## src/rtl/bt_pkg.sv

```systemverilog
package bt_pkg;

    localparam int MAX_CORES = 8;
    localparam int CORE_W    = $clog2(MAX_CORES);
    localparam int WIN_W     = $clog2(MAX_CORES + 2);
    localparam int OFF_W     = 5;
    localparam int DATA_W    = 32;
    localparam int PRE_W     = 8;

    typedef enum logic [2:0] {
        FLD_RELOAD = 3'd0,
        FLD_COUNT  = 3'd1,
        FLD_CTRL   = 3'd2,
        FLD_STATUS = 3'd3
    } field_e;

    typedef struct packed {
        logic [PRE_W-1:0] presc;
        logic             irq_en;
        logic             auto_rl;
        logic             run;
    } ctrl_t;

    typedef struct packed {
        logic              wr;
        field_e            field;
        logic [DATA_W-1:0] wdata;
    } wr_req_t;

    function automatic ctrl_t ctrl_from_word(logic [DATA_W-1:0] w);
        ctrl_t c;
        c.presc   = w[15:8];
        c.irq_en  = w[2];
        c.auto_rl = w[1];
        c.run     = w[0];
        return c;
    endfunction

    function automatic logic [DATA_W-1:0] ctrl_to_word(ctrl_t c);
        logic [DATA_W-1:0] w;
        w        = '0;
        w[15:8]  = c.presc;
        w[2]     = c.irq_en;
        w[1]     = c.auto_rl;
        w[0]     = c.run;
        return w;
    endfunction

endpackage

```

## src/rtl/bt_decode.sv

```systemverilog
module bt_decode
    import bt_pkg::*;
#(
    parameter int N = 4
) (
    input  logic              valid,
    input  logic              word,
    input  logic [CORE_W-1:0] core,
    input  logic [WIN_W-1:0]  win,
    input  logic [OFF_W-1:0]  off,
    output logic [N-1:0]      sel,
    output logic              err,
    output field_e            field
);

    logic aligned;
    logic is_alias;
    logic tgt_ok;
    int   tgt;

    always_comb begin
        aligned  = word && (off[1:0] == 2'b00);
        is_alias = (win == '0);
        if (is_alias) begin
            tgt    = int'(core);
            tgt_ok = int'(core) < N;
        end else begin
            tgt    = int'(win) - 1;
            tgt_ok = int'(win) <= N;
        end
        err   = valid && is_alias && (int'(core) >= N);
        field = field_e'(off[4:2]);
    end

    for (genvar i = 0; i < N; i++) begin : g_sel
        assign sel[i] = valid && aligned && tgt_ok && (tgt == i);
    end

endmodule

```

## src/rtl/bt_timer.sv

```systemverilog
module bt_timer
    import bt_pkg::*;
(
    input  logic              clk,
    input  logic              rst,
    input  wr_req_t           wreq,
    input  field_e            rfield,
    output logic [DATA_W-1:0] rdata,
    output logic              irq
);

    logic [DATA_W-1:0] reload_q, count_q, count_d;
    ctrl_t             ctrl_q;
    logic [PRE_W-1:0]  phase_q, phase_d;
    logic              stat_q, stat_d;
    logic              tick, fire;
    logic              wr_reload, wr_count, wr_ctrl, wr_stat;

    always_comb begin
        wr_reload = wreq.wr && (wreq.field == FLD_RELOAD);
        wr_count  = wreq.wr && (wreq.field == FLD_COUNT);
        wr_ctrl   = wreq.wr && (wreq.field == FLD_CTRL);
        wr_stat   = wreq.wr && (wreq.field == FLD_STATUS);

        tick = ctrl_q.run && (phase_q == ctrl_q.presc);
        if (!ctrl_q.run || wr_ctrl || tick) phase_d = '0;
        else                                phase_d = phase_q + 1'b1;

        fire    = 1'b0;
        count_d = count_q;
        if (tick && count_q != '0) begin
            if (count_q == DATA_W'(1)) begin
                fire    = 1'b1;
                count_d = ctrl_q.auto_rl ? reload_q : '0;
            end else begin
                count_d = count_q - 1'b1;
            end
        end
        if (wr_reload || wr_count) count_d = wreq.wdata;

        if (fire)                         stat_d = 1'b1;
        else if (wr_stat && wreq.wdata[0]) stat_d = 1'b0;
        else                              stat_d = stat_q;
    end

    always_ff @(posedge clk) begin
        if (rst) begin
            reload_q <= '0;
            count_q  <= '0;
            ctrl_q   <= '0;
            phase_q  <= '0;
            stat_q   <= 1'b0;
        end else begin
            if (wr_reload) reload_q <= wreq.wdata;
            if (wr_ctrl)   ctrl_q   <= ctrl_from_word(wreq.wdata);
            count_q <= count_d;
            phase_q <= phase_d;
            stat_q  <= stat_d;
        end
    end

    always_comb begin
        case (rfield)
            FLD_RELOAD: rdata = reload_q;
            FLD_COUNT:  rdata = count_q;
            FLD_CTRL:   rdata = ctrl_to_word(ctrl_q);
            FLD_STATUS: rdata = {{(DATA_W-1){1'b0}}, stat_q};
            default:    rdata = '0;
        endcase
    end

    assign irq = stat_q && ctrl_q.irq_en;

endmodule

```

## src/rtl/bt_rdmux.sv

```systemverilog
module bt_rdmux
    import bt_pkg::*;
#(
    parameter int N = 4
) (
    input  logic [N-1:0]             sel,
    input  logic                     rd_en,
    input  logic [N-1:0][DATA_W-1:0] rd_in,
    output logic [DATA_W-1:0]        rd_out
);

    logic [N:0][DATA_W-1:0] acc;

    assign acc[0] = '0;
    for (genvar i = 0; i < N; i++) begin : g_or
        assign acc[i+1] = acc[i] | ((sel[i] && rd_en) ? rd_in[i] : '0);
    end

    assign rd_out = acc[N];

endmodule

```

## src/rtl/bank_timer.sv

```systemverilog
module bank_timer
    import bt_pkg::*;
#(
    parameter int N_CORES = 4
) (
    input  logic                 clk,
    input  logic                 rst,
    input  logic                 req_valid,
    input  logic                 req_we,
    input  logic                 req_word,
    input  logic [CORE_W-1:0]    req_core,
    input  logic [WIN_W-1:0]     req_win,
    input  logic [OFF_W-1:0]     req_off,
    input  logic [DATA_W-1:0]    req_wdata,
    output logic [DATA_W-1:0]    rd_data,
    output logic                 alias_err,
    output logic [N_CORES-1:0]   irq
);

    logic [N_CORES-1:0]             sel;
    field_e                         field;
    logic [N_CORES-1:0][DATA_W-1:0] trd;

    bt_decode #(.N(N_CORES)) u_dec (
        .valid (req_valid),
        .word  (req_word),
        .core  (req_core),
        .win   (req_win),
        .off   (req_off),
        .sel   (sel),
        .err   (alias_err),
        .field (field)
    );

    for (genvar i = 0; i < N_CORES; i++) begin : g_tmr
        wr_req_t wq;
        assign wq.wr    = sel[i] && req_we;
        assign wq.field = field;
        assign wq.wdata = req_wdata;

        bt_timer u_tmr (
            .clk    (clk),
            .rst    (rst),
            .wreq   (wq),
            .rfield (field),
            .rdata  (trd[i]),
            .irq    (irq[i])
        );
    end

    bt_rdmux #(.N(N_CORES)) u_mux (
        .sel    (sel),
        .rd_en  (!req_we),
        .rd_in  (trd),
        .rd_out (rd_data)
    );

endmodule

```

## config.mk

```make
export PLATFORM = sky130hd
export DESIGN_NAME = bank_timer
export DESIGN_NICKNAME = d
export VERILOG_FILES = /design/src/rtl/bt_pkg.sv /design/src/rtl/bt_decode.sv /design/src/rtl/bt_timer.sv /design/src/rtl/bt_rdmux.sv /design/src/rtl/bank_timer.sv
export SDC_FILE = /design/constraint.sdc
export NUM_CORES = 1
export LEC_CHECK = 0
export ABC_AREA = 1
export CORE_MARGIN = 2
export CORE_UTILIZATION = 50
export CTS_BUF_LIST = sky130_fd_sc_hd__clkbuf_16
export CTS_CLUSTER_DIAMETER = 60
export DETAILED_ROUTE_END_ITERATION = 7
export GPL_TIMING_DRIVEN = 1
export PLACE_DENSITY = 0.74
export SLEW_MARGIN = 20
export SYNTH_ARGS = -nofsm -noshare
export SYNTH_HDL_FRONTEND = slang
export SYNTH_SLANG_ARGS = --single-unit
```

## constraint.sdc

```tcl
create_clock -name clk -period 4.3 [get_ports clk]
set_input_delay 1.075 -clock clk [delete_from_list [all_inputs] [get_ports clk]]
set_output_delay 1.075 -clock clk [all_outputs]
set_load 0.005 [all_outputs]
```

==> flow_summary.yaml, run 1 <==
synth:
  yosysWarningCount: 0
  syn_nets: 4036
  synthCells: 3969
  synth-async-reset-ratio_pct: 0
  synth_area_mm2: 0.0228
  synth_edf_count: 0
  synth_cell_types: 39
  avgSynthCellArea_um2: 5.75
  synth_seq_cells: 336
  ys.flop_type: "dfxtp_1"
  synth_seq_area_share_pct: 29.5
cts:
  cts_buffer_depth: 3
  cts_tree: "built"
  cts_buffers: 45
  clock_latency_ps: 600
  cts.clk_slew.worst_paths_ps: 50
  htreeDepth: 2
  cts-root-buf: "clkbuf_16"
  hold_buffers: 0
  cts_sinks: 336
drt:
  antenna_left: 0
  dr.pass1.iters: 7
  wl_um: 96300
  drc: 0
  wl_per_cell_um: 20.5
  vias: 27100
  first_iter_violations: 3268
  viasPerCell: 5.77
sta:
  worst_slack_ps: 54.1
  hold-worst-slack_ps: 467
  max_freq_mhz: 236
  rsz0062_at_grt: "true"
  period_needed_ps: 4250
  setup_viol: 0
  tightest_slew_ps: 1240
  fin_worst_skew_ps: 13.2
  slew_headroom_pct: 17.3
  post-route-period-util_pct: 98.7
  finalHoldViolCount: 0
  timing.final.max_slew_violations: 0
worst_setup_path:
  cp_max_fo: 42
  worstSetupStartpointType: "input pin"
  crit_start: "req_off[3]"
  cp.arrival_ps: 3170
  crit_type: "in -> out"
  crit_path_end_kind: "primary output"
  r2r_start: "g_tmr[1].u_tmr.count_q[12]"
  critPathRequiredTime_ps: 3220
global_route:
  overflow: 0
  antenna_found_initial: 2
  grt_pass1_wl_um: 147000
  grt_pass1_vias: 25000
  grtUsageTotal_pct: 40.2
  grt_max_degree: 122
placed_design:
  numPortBuffers: 85
  place_congestion: 1.06
  dp.final_hpwl_um: 67900
  dp_slack_ps: -562
floorplanning:
  die_y_um: 218
  dieWidth_um: 218
  start_util_pct: 50.5
  ioPinCount: 86
  dieArea_mm2: 0.0474
  fp-row-count: 78
  core-area_mm2: 0.0452
layout:
  area_delta_synth_final_pct: 16.6
  fin_nets: 4129
  final_common_cell: "nand2_1"
  drive_above_1_share_pct: 8.38
  final_cell_mix: "nand2_1 (1185), nand3_1 (585), nor2_1 (496)"
worst_hold_path:
  holdCritStartpoint: "g_tmr[3].u_tmr.phase_q[0]"
  hold_class: "reg -> reg"
run:
  max-cap-violations: 0
power:
  p_total_w: 0.00720
  ir_drop_mv: 0.266
  p_leak_nw: 12.5
  power_density_mw_per_mm2: 271
status:
  outcome: "finished clean"
==> what timing repair did <==
item,CTS,global route
setup endpoints to repair,32,32
gates cloned,6,0
pin swaps,29,13
setup buffers,19,2
gates resized for setup,150,21
==> cell type report <==
type / count / area [um^2]
multi-input combinational: 2991 / 13700
clock buffer: 45 / 1130
antenna: 1 / 2.50
tap: 600 / 751
sequential: 336 / 6730
timing repair buffer: 269 / 2460
inverter: 419 / 1580
fill: 4576 / 18600
clock inverter: 33 / 283
==> worst max-delay path, cell delays in order <==
cell             delay (ps)
clkdlybuf4s50_1         480
nor2_1                   50
buf_4                   140
nand2_4                  90
buf_12                  250
buf_4                   230
o21ai_0                 160
o21ai_0                 260
nand4_1                 170
clkdlybuf4s15_1         250
==> logic make-up (layout without fill, tap and decap cells) <==
kind of cell             count (synthesis)  count (layout)  share of synthesized area [%]
AO/OA/AOI/OAI                          492             492                           11.3
XOR/XNOR                                58              58                           2.23
adder cells (fa/ha/maj)                 18              18                          0.987
buffers and inverters                  642             766                           11.3
flip-flops                             336             336                           29.5
other                                    0               1                              0
AND/OR/NAND/NOR                       2423            2423                           44.8
==> Yosys cell counts (all sizes together), types with 2 or more instances <==
master | count | area [um^2]
xor2 | 48 | 420
o21ai | 327 | 1640
o221ai | 24 | 210
nand4 | 85 | 553
nor3 | 14 | 80.1
nand2 | 1198 | 4510
clkinv | 2 | 7.51
a21oi | 135 | 676
inv | 417 | 1570
dfxtp | 336 | 6730
nand3b | 5 | 37.5
or2 | 7 | 43.8
clkbuf | 115 | 432
nand3 | 589 | 2950
o31ai | 2 | 15.0
nor2 | 518 | 2000
xnor2 | 10 | 87.6
and2 | 2 | 12.5
ha | 18 | 225
nor3b | 4 | 30.0
buf | 108 | 576
==> layer usage <==
| metal | routed length, um | track usage, % |
|---|---|---|
| met5 | 25 | 0 |
| met2 | 42300 | 63.5 |
| met3 | 10300 | 8.54 |
| met4 | 6290 | 23.6 |
| met1 | 37400 | 50.4 |
==> where the power goes <==
part           total [W]  leakage [nW]  internal, W  switching (W)
clock            0.00370         0.712      0.00215        0.00156
sequential       0.00311          2.70      0.00311    0.000000464
combinational   0.000381          9.10     0.000114       0.000267
total            0.00720          12.5      0.00537        0.00183
==> flip-flops by register name (all words and copies together), names as in the netlist <==
register,cells
g_tmr.u_tmr.count_q,128
g_tmr.u_tmr.reload_q,128
g_tmr.u_tmr.phase_q,32
g_tmr.u_tmr.stat_q,4
g_tmr.u_tmr.ctrl_q,44
==> per-stage QoR <==
step | cell area, um^2 | utilization (%) | setup TNS, ps | cells
global placement | 24900 | 55.1 | -15020 | 4591
global route | 26600 | 58.9 | -202 | 4693
floorplan | 22800 | - | 0 | 3969
finish | 26600 | 58.9 | 0 | 4694
CTS | 26700 | 59.0 | 0 | 4694
detailed placement | 24900 | 55.1 | -16260 | 4591
==> worst paths after layout <==
check                                                   to  slack (ps)  depth (start not counted)
worst max-delay path                            rd_data[1]          50                         10
worst max register to register  g_tmr[1].u_tmr.count_q[22]        1460                         12
worst min register to register   g_tmr[3].u_tmr.phase_q[0]         470                          1
worst min-delay path             g_tmr[3].u_tmr.phase_q[0]         470                          1
(Power assumes the default switching activity.)
==> run 2: changes to the inputs <==
- CAP_MARGIN: not set -> 10
- CTS_BUF_LIST: sky130_fd_sc_hd__clkbuf_16 -> sky130_fd_sc_hd__clkbuf_4
==> run 2 against run 1 <==
Effect of this change: via count increased by 0.90%; global-route usage is 0.45 points lower; clock skew grew 27 ps; hold slack worse by 4.7 ps; highest routed layer unchanged.
==> flow_summary.yaml, run 2 (synthesis gave the netlist of run 1 again) <==
status:
  outcome: "finished clean"
layout:
  final_cell_mix: "nand2_1 (1185), nand3_1 (586), nor2_1 (496)"
  fin_nets: 4176
  final_util_pct: 58.7
  final_common_cell: "nand2_1"
  drive_above_1_share_pct: 10.2
  final_area_mm2: 0.0265
  fillers: 4647
  final_cell_count_no_fill: 4790
  area_delta_synth_final_pct: 16.1
  reg.largest.list: "g_tmr.u_tmr.count_q (128), g_tmr.u_tmr.reload_q (128), g_tmr.u_tmr.ctrl_q (44)"
floorplanning:
  fp-row-count: 78
  ioPinCount: 86
  die_y_um: 218
  dieWidth_um: 218
  start_util_pct: 50.5
  dieArea_mm2: 0.0474
  core-area_mm2: 0.0452
global_route:
  grt_max_degree: 122
  grt_pass1_wl_um: 145000
  grt_pass1_vias: 25000
  antenna_found_initial: 5
  overflow: 0
  grtUsageTotal_pct: 39.7
drt:
  first_iter_violations: 3317
  antenna_left: 0
  drc: 0
  vias: 27300
  dr.pass1.iters: 6
  wl_per_cell_um: 20.0
  wl_um: 95800
  viasPerCell: 5.70
cts:
  clock_latency_ps: 890
  cts_tree: "built"
  cts.clk_slew.worst_paths_ps: 60
  cts_sinks: 336
  htreeDepth: 3
  hold_buffers: 0
  cts-root-buf: "clkbuf_4"
  cts_buffer_depth: 3
  cts_buffers: 98
sta:
  fin_worst_skew_ps: 40.7
  post-route-period-util_pct: 99.3
  setup_viol: 0
  tightest_slew_ps: 1180
  slew_headroom_pct: 21.1
  max_freq_mhz: 234
  finalHoldViolCount: 0
  rsz0062_at_grt: "true"
  timing.final.max_slew_violations: 0
  period_needed_ps: 4270
worst_setup_path:
  path_cells: "clkdlybuf4s50_1 -> nor2_1 -> buf_4 -> nand2_4 -> buf_12 -> buf_4 -> o21ai_0 -> o21ai_1 -> nand4_1 -> dlygate4sd2_1"
  cp_common_cell: "buf_4"
  cp_slowest_cell: "clkdlybuf4s50_1"
  crit_type: "in -> out"
  worstSetupStartpointType: "input pin"
  r2r_start: "g_tmr[2].u_tmr.count_q[2]"
  cp_num_buf_inv: 5
  cp_max_fo: 42
  crit_family: "buffers and inverters"
  critPathRequiredTime_ps: 3220
  crit_path_end_kind: "primary output"
  r2r_cells: 11
  cp.arrival_ps: 3190
  ff2ff_setup_slack_ps: 1400
  r2r-end: "g_tmr[2].u_tmr.count_q[3]"
  slowest_delay_ps: 480
worst_hold_path:
  holdCritStartpoint: "g_tmr[3].u_tmr.phase_q[0]"
  whs_path_depth: 1
  hold_class: "reg -> reg"
  worstHoldEndpoint: "g_tmr[3].u_tmr.phase_q[0]"
placed_design:
  place_congestion: 1.06
  dp_cells: 4591
  dpl_cell_area_mm2: 0.0249
  numPortBuffers: 85
  dp.final_hpwl_um: 67900
power:
  p_total_w: 0.00672
  ir_drop_mv: 0.207
  power_density_mw_per_mm2: 253
  p_leak_nw: 12.5
run:
  max-cap-violations: 0
[run 2: changes by cell type in the layout (fill, tap and decap cells not counted), sizes merged, moves of 2 or more]
| cell | before | now |
|---|---|---|
| clkbuf | 51 | 171 |
| inv | 428 | 419 |
| buf | 209 | 180 |
| dlygate4sd2 | 2 | 6 |
| diode | 1 | 3 |
| bufinv | 4 | 2 |
| clkinv | 19 | 27 |
[run 2: what timing repair did]
action | in CTS | in global routing
pin swaps | 18 | 14
gates cloned | 5 | 3
gates resized for setup | 84 | 61
endpoints found under the setup margin | 32 | 32
setup buffers | 7 | 5
[run 2: worst max path at each step]
stage,endpoint,depth (start not counted),from
after floorplan,rd_data[12],14,req_win[0]
after global placement,rd_data[24],13,req_win[0]
after detailed placement,rd_data[24],13,req_win[0]
after CTS,rd_data[13],18,req_win[0]
after global routing,rd_data[8],14,req_valid
final,rd_data[8],10,req_off[3]
[run 2: power by group]
part | internal, W | switching [W]
clock network | 0.00168 | 0.00155
logic | 0.000114 | 0.000265
registers | 0.00311 | 0.000000459
total | 0.00490 | 0.00181
[run 2: cell type report]
class / instances / area, um^2 / share of cell area, %
Tap cell: 600 / 751 / 2.83
Sequential cell: 336 / 6730 / 25.4
Timing Repair Buffer: 263 / 2470 / 9.32
Multi-Input combinational cell: 2991 / 13700 / 51.6
Inverter: 419 / 1580 / 5.96
Antenna cell: 3 / 7.51 / 0.0283
Clock buffer: 147 / 1100 / 4.16
Clock inverter: 31 / 184 / 0.694
[run 2: routing by layer]
| metal | wire [um] | global-route usage [%] | share of wire [%] |
|---|---|---|---|
| met5 | 35 | 0 | 0.037 |
| met4 | 6010 | 22.0 | 6.3 |
| met3 | 10700 | 9.40 | 11 |
| met2 | 42200 | 63.0 | 44 |
| met1 | 36800 | 49.6 | 38 |
[run 2: metrics by stage]
stage | hold slack (ps) | worst slack [ps] | setup TNS, ps
2_1_floorplan | 430 | 515 | 0
3_3_place_gp | 449 | -545 | -15020
3_5_place_dp | 454 | -562 | -16260
4_1_cts | 469 | -6.41 | -11.6
5_1_grt | 472 | -36.5 | -133
6_report | 462 | 32.2 | 0
